`config.mk`:
```
export PLATFORM = sky130hd
export DESIGN_NAME = clk_ratio_detect
export DESIGN_NICKNAME = d
export VERILOG_FILES = /design/src/rtl/ccd_pkg.sv /design/src/rtl/ccd_edge_watch.sv /design/src/rtl/ccd_ratio_match.sv /design/src/rtl/clk_ratio_detect.sv
export SDC_FILE = /design/constraint.sdc
export NUM_CORES = 1
export LEC_CHECK = 0
export BUFFER_PORTS_ARGS = -buffer_cell sky130_fd_sc_hd__buf_2
export CAP_MARGIN = 0
export CORE_MARGIN = 5
export CORE_UTILIZATION = 45
export DETAILED_ROUTE_END_ITERATION = 7
export GPL_TIMING_DRIVEN = 0
export PLACE_DENSITY = 0.65
export SYNTH_ARGS = -nofsm -noshare
export SYNTH_HDL_FRONTEND = slang
export SYNTH_HIERARCHICAL = 1
export SYNTH_SLANG_ARGS = --single-unit
```
`constraint.sdc`:
```
create_clock -name clk -period 8.4 [get_ports clk]
set_clock_uncertainty 0.1 [all_clocks]
set_input_delay 2.1 -clock clk [delete_from_list [all_inputs] [get_ports clk]]
set_output_delay 2.1 -clock clk [all_outputs]
set_load 0.005 [all_outputs]
```
`src/rtl/ccd_pkg.sv`:
```
package ccd_pkg;
  localparam int NUM_RATIO = 12;
  localparam int CODE_W    = 4;
  localparam logic [CODE_W-1:0] CODE_NONE = 4'hF;

  localparam int CLK_SCK  = 0;
  localparam int CLK_BCK  = 1;
  localparam int CLK_LRCK = 2;
  localparam int NUM_CLK  = 3;

  function automatic int ratio_of(input int idx);
    case (idx)
      0:  ratio_of = 64;
      1:  ratio_of = 128;
      2:  ratio_of = 192;
      3:  ratio_of = 256;
      4:  ratio_of = 384;
      5:  ratio_of = 512;
      6:  ratio_of = 768;
      7:  ratio_of = 1024;
      8:  ratio_of = 1152;
      9:  ratio_of = 1536;
      10: ratio_of = 2048;
      default: ratio_of = 3072;
    endcase
  endfunction
endpackage

```
`src/rtl/ccd_edge_watch.sv`:
```
module ccd_edge_watch #(
  parameter int HALT_LIMIT = 4096
) (
  input  logic clk,
  input  logic rst_n,
  input  logic sig_i,
  output logic rise_o,
  output logic edge_o,
  output logic halted_o,
  output logic gone_o
);
  localparam int QW = $clog2(HALT_LIMIT + 1);
  localparam logic [QW-1:0] QMAX = QW'(HALT_LIMIT);

  logic          prev_q;
  logic [QW-1:0] quiet_q, quiet_d;
  logic          quiet_en;

  assign edge_o   = sig_i ^ prev_q;
  assign rise_o   = sig_i & ~prev_q;
  assign halted_o = (quiet_q == QMAX);
  assign gone_o   = halted_o & ~edge_o;

  always_comb begin
    quiet_en = edge_o | (quiet_q != QMAX);
    quiet_d  = edge_o ? '0 : quiet_q + QW'(1);
  end

  always_ff @(posedge clk or negedge rst_n) begin
    if (!rst_n) begin
      prev_q  <= 1'b0;
      quiet_q <= '0;
    end else begin
      prev_q <= sig_i;
      if (quiet_en) quiet_q <= quiet_d;
    end
  end
endmodule

```
`src/rtl/ccd_ratio_match.sv`:
```
module ccd_ratio_match
  import ccd_pkg::*;
#(
  parameter int CNT_W = 13,
  parameter int TOL   = 2
) (
  input  logic [CNT_W-1:0]  cnt_i,
  output logic [CODE_W-1:0] code_o
);
  localparam int EW = CNT_W + 2;

  logic [NUM_RATIO-1:0] hit;
  logic [EW-1:0]        cnt_ext;

  assign cnt_ext = {2'b00, cnt_i};

  for (genvar i = 0; i < NUM_RATIO; i++) begin : g_win
    localparam int NOM = ratio_of(i);
    localparam logic [EW-1:0] LO = EW'((NOM > TOL) ? NOM - TOL : 0);
    localparam logic [EW-1:0] HI = EW'(NOM + TOL);
    assign hit[i] = (cnt_ext >= LO) && (cnt_ext <= HI);
  end

  always_comb begin
    code_o = CODE_NONE;
    for (int i = NUM_RATIO - 1; i >= 0; i--) begin
      if (hit[i]) code_o = CODE_W'(i);
    end
  end
endmodule

```
`src/rtl/clk_ratio_detect.sv`:
```
module clk_ratio_detect
  import ccd_pkg::*;
#(
  parameter int HALT_LIMIT = 4096,
  parameter int CNT_W      = 13,
  parameter int TOL        = 2
) (
  input  logic              clk,
  input  logic              rst_n,
  input  logic              sck_i,
  input  logic              bck_i,
  input  logic              lrck_i,
  output logic [CODE_W-1:0] ratio_code_o,
  output logic              ratio_valid_o,
  output logic              sck_missing_o,
  output logic              power_save_o
);
  localparam logic [CNT_W-1:0] CNT_MAX = '1;

  logic [NUM_CLK-1:0] clk_in, rise, edg, halted, gone;
  assign clk_in = {lrck_i, bck_i, sck_i};

  for (genvar c = 0; c < NUM_CLK; c++) begin : g_watch
    ccd_edge_watch #(.HALT_LIMIT(HALT_LIMIT)) u_watch (
      .clk      (clk),
      .rst_n    (rst_n),
      .sig_i    (clk_in[c]),
      .rise_o   (rise[c]),
      .edge_o   (edg[c]),
      .halted_o (halted[c]),
      .gone_o   (gone[c])
    );
  end

  logic [CNT_W-1:0]  cnt_q, cnt_d;
  logic [CODE_W-1:0] match_code;
  logic [CODE_W-1:0] prev_q, prev_d, code_q, code_d;
  logic              armed_q, armed_d, valid_q, valid_d, ps_q, ps_d;
  logic              lost, frame_end, cnt_en;

  ccd_ratio_match #(.CNT_W(CNT_W), .TOL(TOL)) u_match (
    .cnt_i  (cnt_q),
    .code_o (match_code)
  );

  assign lost      = gone[CLK_SCK] | gone[CLK_LRCK];
  assign frame_end = rise[CLK_LRCK];

  always_comb begin
    armed_d = armed_q;
    prev_d  = prev_q;
    valid_d = valid_q;
    code_d  = code_q;
    cnt_en  = 1'b1;
    cnt_d   = cnt_q;
    if (lost) begin
      armed_d = 1'b0;
      prev_d  = CODE_NONE;
      valid_d = 1'b0;
      code_d  = CODE_NONE;
      cnt_d   = '0;
    end else if (frame_end) begin
      cnt_d = rise[CLK_SCK] ? CNT_W'(1) : '0;
      if (!armed_q) begin
        armed_d = 1'b1;
        prev_d  = CODE_NONE;
        valid_d = 1'b0;
        code_d  = CODE_NONE;
      end else begin
        prev_d = match_code;
        if ((match_code != CODE_NONE) && (match_code == prev_q)) begin
          valid_d = 1'b1;
          code_d  = match_code;
        end else begin
          valid_d = 1'b0;
          code_d  = CODE_NONE;
        end
      end
    end else begin
      cnt_en = rise[CLK_SCK] && (cnt_q != CNT_MAX);
      cnt_d  = cnt_q + CNT_W'(1);
    end

    ps_d = ps_q;
    if (frame_end)                              ps_d = 1'b0;
    else if (halted[CLK_LRCK] && halted[CLK_BCK]) ps_d = 1'b1;
  end

  always_ff @(posedge clk or negedge rst_n) begin
    if (!rst_n) begin
      cnt_q   <= '0;
      armed_q <= 1'b0;
      prev_q  <= CODE_NONE;
      valid_q <= 1'b0;
      code_q  <= CODE_NONE;
      ps_q    <= 1'b0;
    end else begin
      if (cnt_en) cnt_q <= cnt_d;
      armed_q <= armed_d;
      prev_q  <= prev_d;
      valid_q <= valid_d;
      code_q  <= code_d;
      ps_q    <= ps_d;
    end
  end

  assign ratio_code_o  = code_q;
  assign ratio_valid_o = valid_q;
  assign sck_missing_o = halted[CLK_SCK];
  assign power_save_o  = ps_q;
endmodule

```
After elaboration in Yosys (flattened, before gate mapping)
Cells that the tools add are included.
{"block": "classes", "add_sub_neg": 4, "order_cmp": 24, "eq_ne": 9, "muxes": 35, "n_bitwise": 15, "reduce_logical": 17}
{"operator": "2-to-1 mux 13 bit", "count": 5}
{"operator": "2-to-1 mux 4 bit", "count": 15}
{"operator": "adder 13 x 1 -> 13 bit, second input constant", "count": 4}
{"operator": "!= test 13 bit, second input constant", "count": 4}
{"operator": "equality test 13 bit, second input constant", "count": 3}
{"operator": "greater-or-equal comparator 13 x 11 -> 1 bit, second input constant", "count": 3}
{"operator": "<= comparator 13 x 11 -> 1 bit, second input constant", "count": 3}
{"operator": "greater-or-equal comparator 13 x 10 -> 1 bit, second input constant", "count": 2}
{"operator": "greater-or-equal comparator 13 x 8 -> 1 bit, second input constant", "count": 2}
{"operator": "greater-or-equal comparator 13 x 9 -> 1 bit, second input constant", "count": 2}
{"operator": "<= comparator 13 x 10 -> 1 bit, second input constant", "count": 2}
{"operator": "<= comparator 13 x 12 -> 1 bit, second input constant", "count": 2}
{"operator": "<= comparator 13 x 8 -> 1 bit, second input constant", "count": 2}
{"operator": "<= comparator 13 x 9 -> 1 bit, second input constant", "count": 2}
{"operator": "logical AND 1 bit", "count": 15}
{"operator": "greater-or-equal comparator 13 x 12 -> 1 bit, second input constant", "count": 1}
{"operator": "greater-or-equal comparator 13 x 6 -> 1 bit, second input constant", "count": 1}
{"operator": "greater-or-equal comparator 13 x 7 -> 1 bit, second input constant", "count": 1}
{"operator": "<= comparator 13 x 7 -> 1 bit, second input constant", "count": 1}
{"operator": "2-to-1 mux 3 bit", "count": 4}
{"operator": "2-to-1 mux 1 bit", "count": 11}
{"operator": "bitwise AND 1 bit", "count": 4}
{"operator": "equality test 4 bit", "count": 1}
{"operator": "!= test 4 bit, second input constant", "count": 1}
{"operator": "other kinds (4)", "count": 13}
{"block": "totals", "register_bits": 66, "out_inout_bits": 7}

Depth between registers and ports, before layout
Gate-level depths: netlist of the first run.
{"block": "logic_depth", "depth_word": 20, "ltp_mapped": 10, "mapped_depth_nobuf": 9}

Cells and area by module
The synthesis of the first run kept the hierarchy.
{"mod": "ccd_edge_watch", "instances": 3, "cells_each": 79, "area_each_um2": 757.0, "seq_area_each_um2": 350.3}
{"mod": "clk_ratio_detect", "instances": 1, "cells_each": 121, "area_each_um2": 1214.9, "seq_area_each_um2": 610.6}
{"mod": "ccd_ratio_match", "instances": 1, "cells_each": 62, "area_each_um2": 400.4, "seq_area_each_um2": 0.0}

Least setup slack after synthesis of the first run
No wires, ideal clock.
{"block": "synth_timing", "kind": "input to register", "from": "input port lrck_i", "to": "register code_q[3] (netlist: ratio_code_o[3])", "setup_time_ps": 80, "arrival_time_ps": 3825, "t_required_ps": 8220, "path_slack_ps": 4395, "cell_stages": 7, "path_cell_list": "ha_1 clkbuf_1 and2_1 nor2_1 nand4_1 or4_4 o22a_1"}
{"block": "synth_via", "elab_chain_len": 5, "elab_cells_between_ends": 7}
{"item": "start: declaration", "line": "clk_ratio_detect.sv:12", "rtl": "input logic lrck_i,"}
{"item": "XOR 1 bit *", "line": "ccd_edge_watch.sv:19", "rtl": "assign edge_o = sig_i ^ prev_q;"}
{"item": "inverter 1 bit *", "line": "ccd_edge_watch.sv:22", "rtl": "assign gone_o = halted_o & ~edge_o;"}
{"item": "bitwise AND 1 bit *", "line": "ccd_edge_watch.sv:22"}
{"item": "via gone[2]", "line": "clk_ratio_detect.sv:20", "rtl": "logic [NUM_CLK-1:0] clk_in, rise, edg, halted, gone;"}
{"item": "OR 1 bit *", "line": "clk_ratio_detect.sv:46", "rtl": "assign lost = gone[CLK_SCK] | gone[CLK_LRCK];"}
{"item": "2-to-1 mux 4 bit or nonzero test 2 bit (tied branches)"}
{"item": "end signal: assignment", "line": "clk_ratio_detect.sv:102", "rtl": "code_q <= code_d;"}
{"item": "end: declaration", "line": "clk_ratio_detect.sv:37", "rtl": "logic [CODE_W-1:0] prev_q, prev_d, code_q, code_d;"}
Mark *: on every way through the listed nets, which the timed path passes. The rest lies on a longest branch.
A chain may end at the register's enable or synchronous reset.

Worst setup path after layout of the first run
{"block": "layout_timing", "from": "input port sck_i", "to": "register code_q[1] (netlist: ratio_code_o[1])"}
{"block": "layout_via", "elab_chain_len": 5, "elab_cells_between_ends": 6}
{"item": "start: declaration", "line": "clk_ratio_detect.sv:10", "rtl": "input logic sck_i,"}
{"item": "XOR 1 bit *", "line": "ccd_edge_watch.sv:19"}
{"item": "inverter 1 bit *", "line": "ccd_edge_watch.sv:22"}
{"item": "bitwise AND 1 bit *", "line": "ccd_edge_watch.sv:22"}
{"item": "via gone[0]", "line": "clk_ratio_detect.sv:20"}
{"item": "OR 1 bit *", "line": "clk_ratio_detect.sv:46"}
{"item": "2-to-1 mux 4 bit or nonzero test 2 bit (tied branches)"}
Marks and branches as above.

==> results of run 1 <==
## cells in the final DEF, fill, tap and decap left out, drive strengths merged, types with 5 or more instances in the layout
master and count:
o31ai 7, or3 12, clkinv 7, o21ai 22, nor3 12, dfrtp 58, nand4 14, clkbuf 22
and3 5, a21oi 22, ha 10, nor4 15, mux2i 13, or4 8, xor2 6, nor4b 7
dfstp 8, nand2 47, nand3 19, nor2 24, nand2b 5, inv 21, nand3b 7, buf 16
## per-layer routing
metal,part of all wire,wire (microns)
met3,0.030,239
met2,0.45,3630
met4,0.013,106
met1,0.50,4010
met5,0,0
## through the flow
step	power [W]	area (sq um)	util	hold WS, ps	std cells
after floorplan	0.000386	3880	-	373	419
after detailed placement	0.000409	4070	0.490	397	535
final	0.000671	4270	0.514	413	551
after global placement	0.000406	4070	0.490	385	535
after CTS	0.000681	4270	0.514	412	551
after global routing	0.000707	4270	0.514	455	551
## power breakdown
part	leakage (nW)	switching, W	internal, W
combinational	0.712	0.0000369	0.0000217
sequential	0.873	0.0000162	0.000327
clock	0.101	0.000116	0.000153
## sequential cells by signal, indices dropped and copies added, names as in the netlist
name                     count
ratio_code_o                 4
armed_q                      1
cnt_q                       13
power_save_o                 1
g_watch.u_watch/quiet_q     39
prev_q                       4
g_watch.u_watch/prev_q       3
ratio_valid_o                1
## final cells by class
cell class	count	area, sq um	area share
Buffer	13	70.1	0.0164
Clock buffer	14	163	0.0381
Clock inverter	2	35.0	0.00821
Inverter	27	101	0.0238
Multi-Input combinational cell	313	2050	0.480
Sequential cell	66	1660	0.389
Tap cell	105	131	0.0308
Timing Repair Buffer	11	57.6	0.0135
## tightest hold or removal path, stage by stage (launching register included)
cell and delay (ps):
dfrtp_1 360, nand2_1 50, o21ai_0 60
## worst min path at each step
stage / start / to / slack, ps / cells past startpoint
after detailed placement: ratio_valid_o / ratio_valid_o / 400 / 2
after CTS: ratio_valid_o / ratio_valid_o / 410 / 2
after floorplan: ratio_valid_o / ratio_valid_o / 370 / 2
after global routing: ratio_valid_o / ratio_valid_o / 460 / 2
final: ratio_valid_o / ratio_valid_o / 410 / 2
after global placement: ratio_valid_o / ratio_valid_o / 390 / 2
==> flow_summary.yaml, run 1 <==
outcome:
  outcome: "finished, final reports clean"
clock_network:
  h-tree-depth: 3
  cts_hold_buffers: 0
  clockRootBuffer: "clkbuf_8"
  cts_resized: 0
  insertion_delay_ps: 330
  cts.sinks: 66
  clk_pin_slew_ps: 60
  cts_buffers: 9
  post_cts_buffers: 0
  cts_tree: "done"
  clockBufferDepth: 2
global_routing:
  met2_usage: 0.255
  grt_max_degree: 67
  grt_pass1_wl_microns: 14000
  met3_usage: 0.0318
  grt_pass1_vias: 3022
  grt_usage: 0.164
  antenna_found_initial: 0
  grt-busiest-layer: "met2"
  met1_usage: 0.231
  grt-ovfl-total: 0
worst_setup_path:
  r2r_start: "cnt_q[8]"
  worstPathCellList: "buf_2, ha_1, clkbuf_1, and2_1, nor2_1, nand4_1, or4_4, o22a_1"
  cp_max_fo: 10
  slowest_stage: "or4_4"
  cp_top_family: "simple AND/OR/NAND/NOR gates"
  slowest_delay_ps: 470
  critPathBufInv: 2
  critPathLaunchType: "input pin"
  r2r_slack_ps: 5150
  r2r_end: "ratio_code_o[1]"
  crit_end: "ratio_code_o[1]"
  cp_num_cells: 8
  startpoint: "sck_i"
  critical_path_class: "in -> reg"
  crit_path_end_kind: "register"
  rr_worst_depth: 9
  cp.required_ps: 8560
  crit_arrival_ps: 4200
timing:
  rsz0062_at_grt: "no"
  fin_crit_sh: 0.481
  setup_violations: 0
  worst_pin_slew_ps: 922
  hold_viol_final: 0
  slew_headroom: 0.384
  setup_tns_ps: 0
  setup_ws_ps: 4360
  period_needed_ps: 4040
  slew_viol_final: 0
  fmaxAchievable_ghz: 0.247
yosys:
  syn_area_per_cell_sq_um: 9.26
  synth.cell_area_sq_mm: 0.00388
  synth_warnings: 6
  synth_cells: 419
  syn-num-nets: 434
power_and_ir_drop:
  ir_drop_v: 0.0000911
  p_leak_nw: 1.69
  powerDensity_mw_per_mm2: 157
detailed_routing:
  vias_per_cell: 5.87
  drc: 0
  drt-initial-drc-count: 162
  vias: 3235
  antenna_left: 0
  wire_per_inst_microns: 14.5
  drtPass1Iterations: 4
  drt-total-wl_microns: 7980
placement:
  gp_congestion: 0.801
  place_hpwl_microns: 5640
  port_buffers: 11
  place_ws_ps: 3980
die:
  dieHeight_microns: 103
  start_util: 0.468
  die_w_microns: 103
  core_area_sq_mm: 0.00830
  num_io_pins: 12
  rows: 33
  dieArea_sq_mm: 0.0106
cells_and_area:
  syn_to_final_growth_pct: 9.96
  final_nets: 456
  fill_cells: 773
  drive_gt1_frac: 0.121
  diodes: 0
hold_path:
  hp-class: "reg -> reg"
job:
  drv_cap: 0
Note: power is estimated with default switching activity, not from simulation.
==> run 2, diff against run 1 <==
- PLACE_DENSITY: 0.65 -> 0.67
- clock period: 8.4 -> 3.5 ns (I/O delays scaled with it)
==> flow_summary.yaml, run 2 (synthesis gave the netlist of run 1 again) <==
outcome:
  outcome: "finished, final reports clean"
die:
  num_io_pins: 12
  start_util: 0.468
  core_area_sq_mm: 0.00830
  rows: 33
  dieArea_sq_mm: 0.0106
  dieHeight_microns: 103
  die_w_microns: 103
cells_and_area:
  largest_reg_flops: 39
  final_common_cell: "dfrtp_1"
  layout_common_cells: "58 x dfrtp_1, 47 x nand2_1, 24 x nor2_1"
  largest-register: "g_watch.u_watch/quiet_q"
  diodes: 0
  top_regs: "g_watch.u_watch/quiet_q (39), cnt_q (13)"
  syn_to_final_growth_pct: 10.0
  drive_gt1_frac: 0.123
  final_nets: 456
  finalInstanceArea_sq_mm: 0.00427
  fill_cells: 762
global_routing:
  grt-ovfl-total: 0
  grt_pass1_vias: 3098
  grt_max_degree: 67
  grt_usage: 0.166
  grt_pass1_wl_microns: 14400
  antenna_found_initial: 0
worst_setup_path:
  slowest_stage: "a2111oi_1"
  crit_path_end_kind: "register"
  cp.required_ps: 3670
  cp_max_fo: 8
  crit_arrival_ps: 3300
  critical_path_class: "reg -> reg"
  critPathLaunchType: "register"
  r2r_slack_ps: 370
  slowest_delay_ps: 670
  worstPathCellList: "clkbuf_2, nand2b_1, nor3_1, o311a_1, a2111oi_1, xor2_1, or4_4, o22a_1"
detailed_routing:
  vias: 3253
  vias_per_cell: 5.90
  antenna_left: 0
  wire_per_inst_microns: 14.5
  drc: 0
  drt-initial-drc-count: 123
  drtPass1Iterations: 4
  drt-total-wl_microns: 8010
placement:
  place_ws_ps: 302
  dpl_cell_area_sq_mm: 0.00407
  place_hpwl_microns: 5520
  port_buffers: 11
  gp_congestion: 0.851
clock_network:
  clockBufferDepth: 2
  post_cts_buffers: 0
  cts_tree: "done"
  cts_resized: 0
  cts.sinks: 66
  clockRootBuffer: "clkbuf_8"
  cts_buffers: 9
  clk_pin_slew_ps: 80
  cts_hold_buffers: 0
  h-tree-depth: 3
  insertion_delay_ps: 340
timing:
  fin_crit_sh: 0.895
  worst_pin_slew_ps: 838
  period_needed_ps: 3130
  whs_ps: 414
  fmaxAchievable_ghz: 0.319
  setup_violations: 0
  setup_tns_ps: 0
  slew_headroom: 0.442
  slew_viol_final: 0
  setup_ws_ps: 367
  hold_viol_final: 0
  rsz0062_at_grt: "no"
power_and_ir_drop:
  ir_drop_v: 0.000170
  p_leak_nw: 1.68
  powerDensity_mw_per_mm2: 378
job:
  drv_cap: 0
hold_path:
  hp-class: "reg -> reg"
[run 2: through the flow]
step,power [W],util,std cells
finish,0.00161,0.514,551
global route,0.00170,0.514,551
CTS,0.00164,0.514,551
detailed placement,0.000981,0.490,535
global placement,0.000975,0.490,535
floorplan,0.000927,-,419
[run 2: worst max-delay path: cells and delay by family, from the launching register on]
family | cells | cell delay, ps
AOI/OAI and AO/OA | 3 | 1250
xor gates and xnor gates | 1 | 150
buffers and inverters | 1 | 260
DFF | 1 | 460
and+or+nand+nor | 3 | 860
[run 2: path summary, 6_finish.rpt]
check | start | cells after the start | end
setup / recovery | cnt_q[8] | 8 | ratio_code_o[1]
hold / removal | ratio_valid_o | 2 | ratio_valid_o
setup reg to reg | cnt_q[8] | 8 | ratio_code_o[1]
hold reg to reg | ratio_valid_o | 2 | ratio_valid_o
max in group asynchronous | rst_n | 1 | cnt_q[9]
min in group asynchronous | rst_n | 1 | g_watch[2].u_watch/quiet_q[11]
[run 2: layout make-up]
cell class                      instances  area, sq um  share of cell area
Buffer                                 13         70.1              0.0164
Clock buffer                           12          145              0.0340
Clock inverter                          4         53.8              0.0126
Inverter                               27          101              0.0237
Multi-Input combinational cell        313         2050               0.480
Sequential cell                        66         1660               0.389
Tap cell                              105          131              0.0308
Timing Repair Buffer                   11         57.6              0.0135
[run 2: metal layers]
metal  part of all wire  track usage  wire length, microns
met1               0.50        0.240                  4040
met2               0.46        0.252                  3670
met3              0.028       0.0291                   222
met4              0.011       0.0598                    87
met5                  0            0                     0
[run 2: where the power goes]
group / switching, W / total, W / internal [W]
Sequential: 0.0000394 / 0.000825 / 0.000785
Combinational: 0.0000891 / 0.000141 / 0.0000519
Clock: 0.000299 / 0.000649 / 0.000351
Total: 0.000427 / 0.00161 / 0.00119
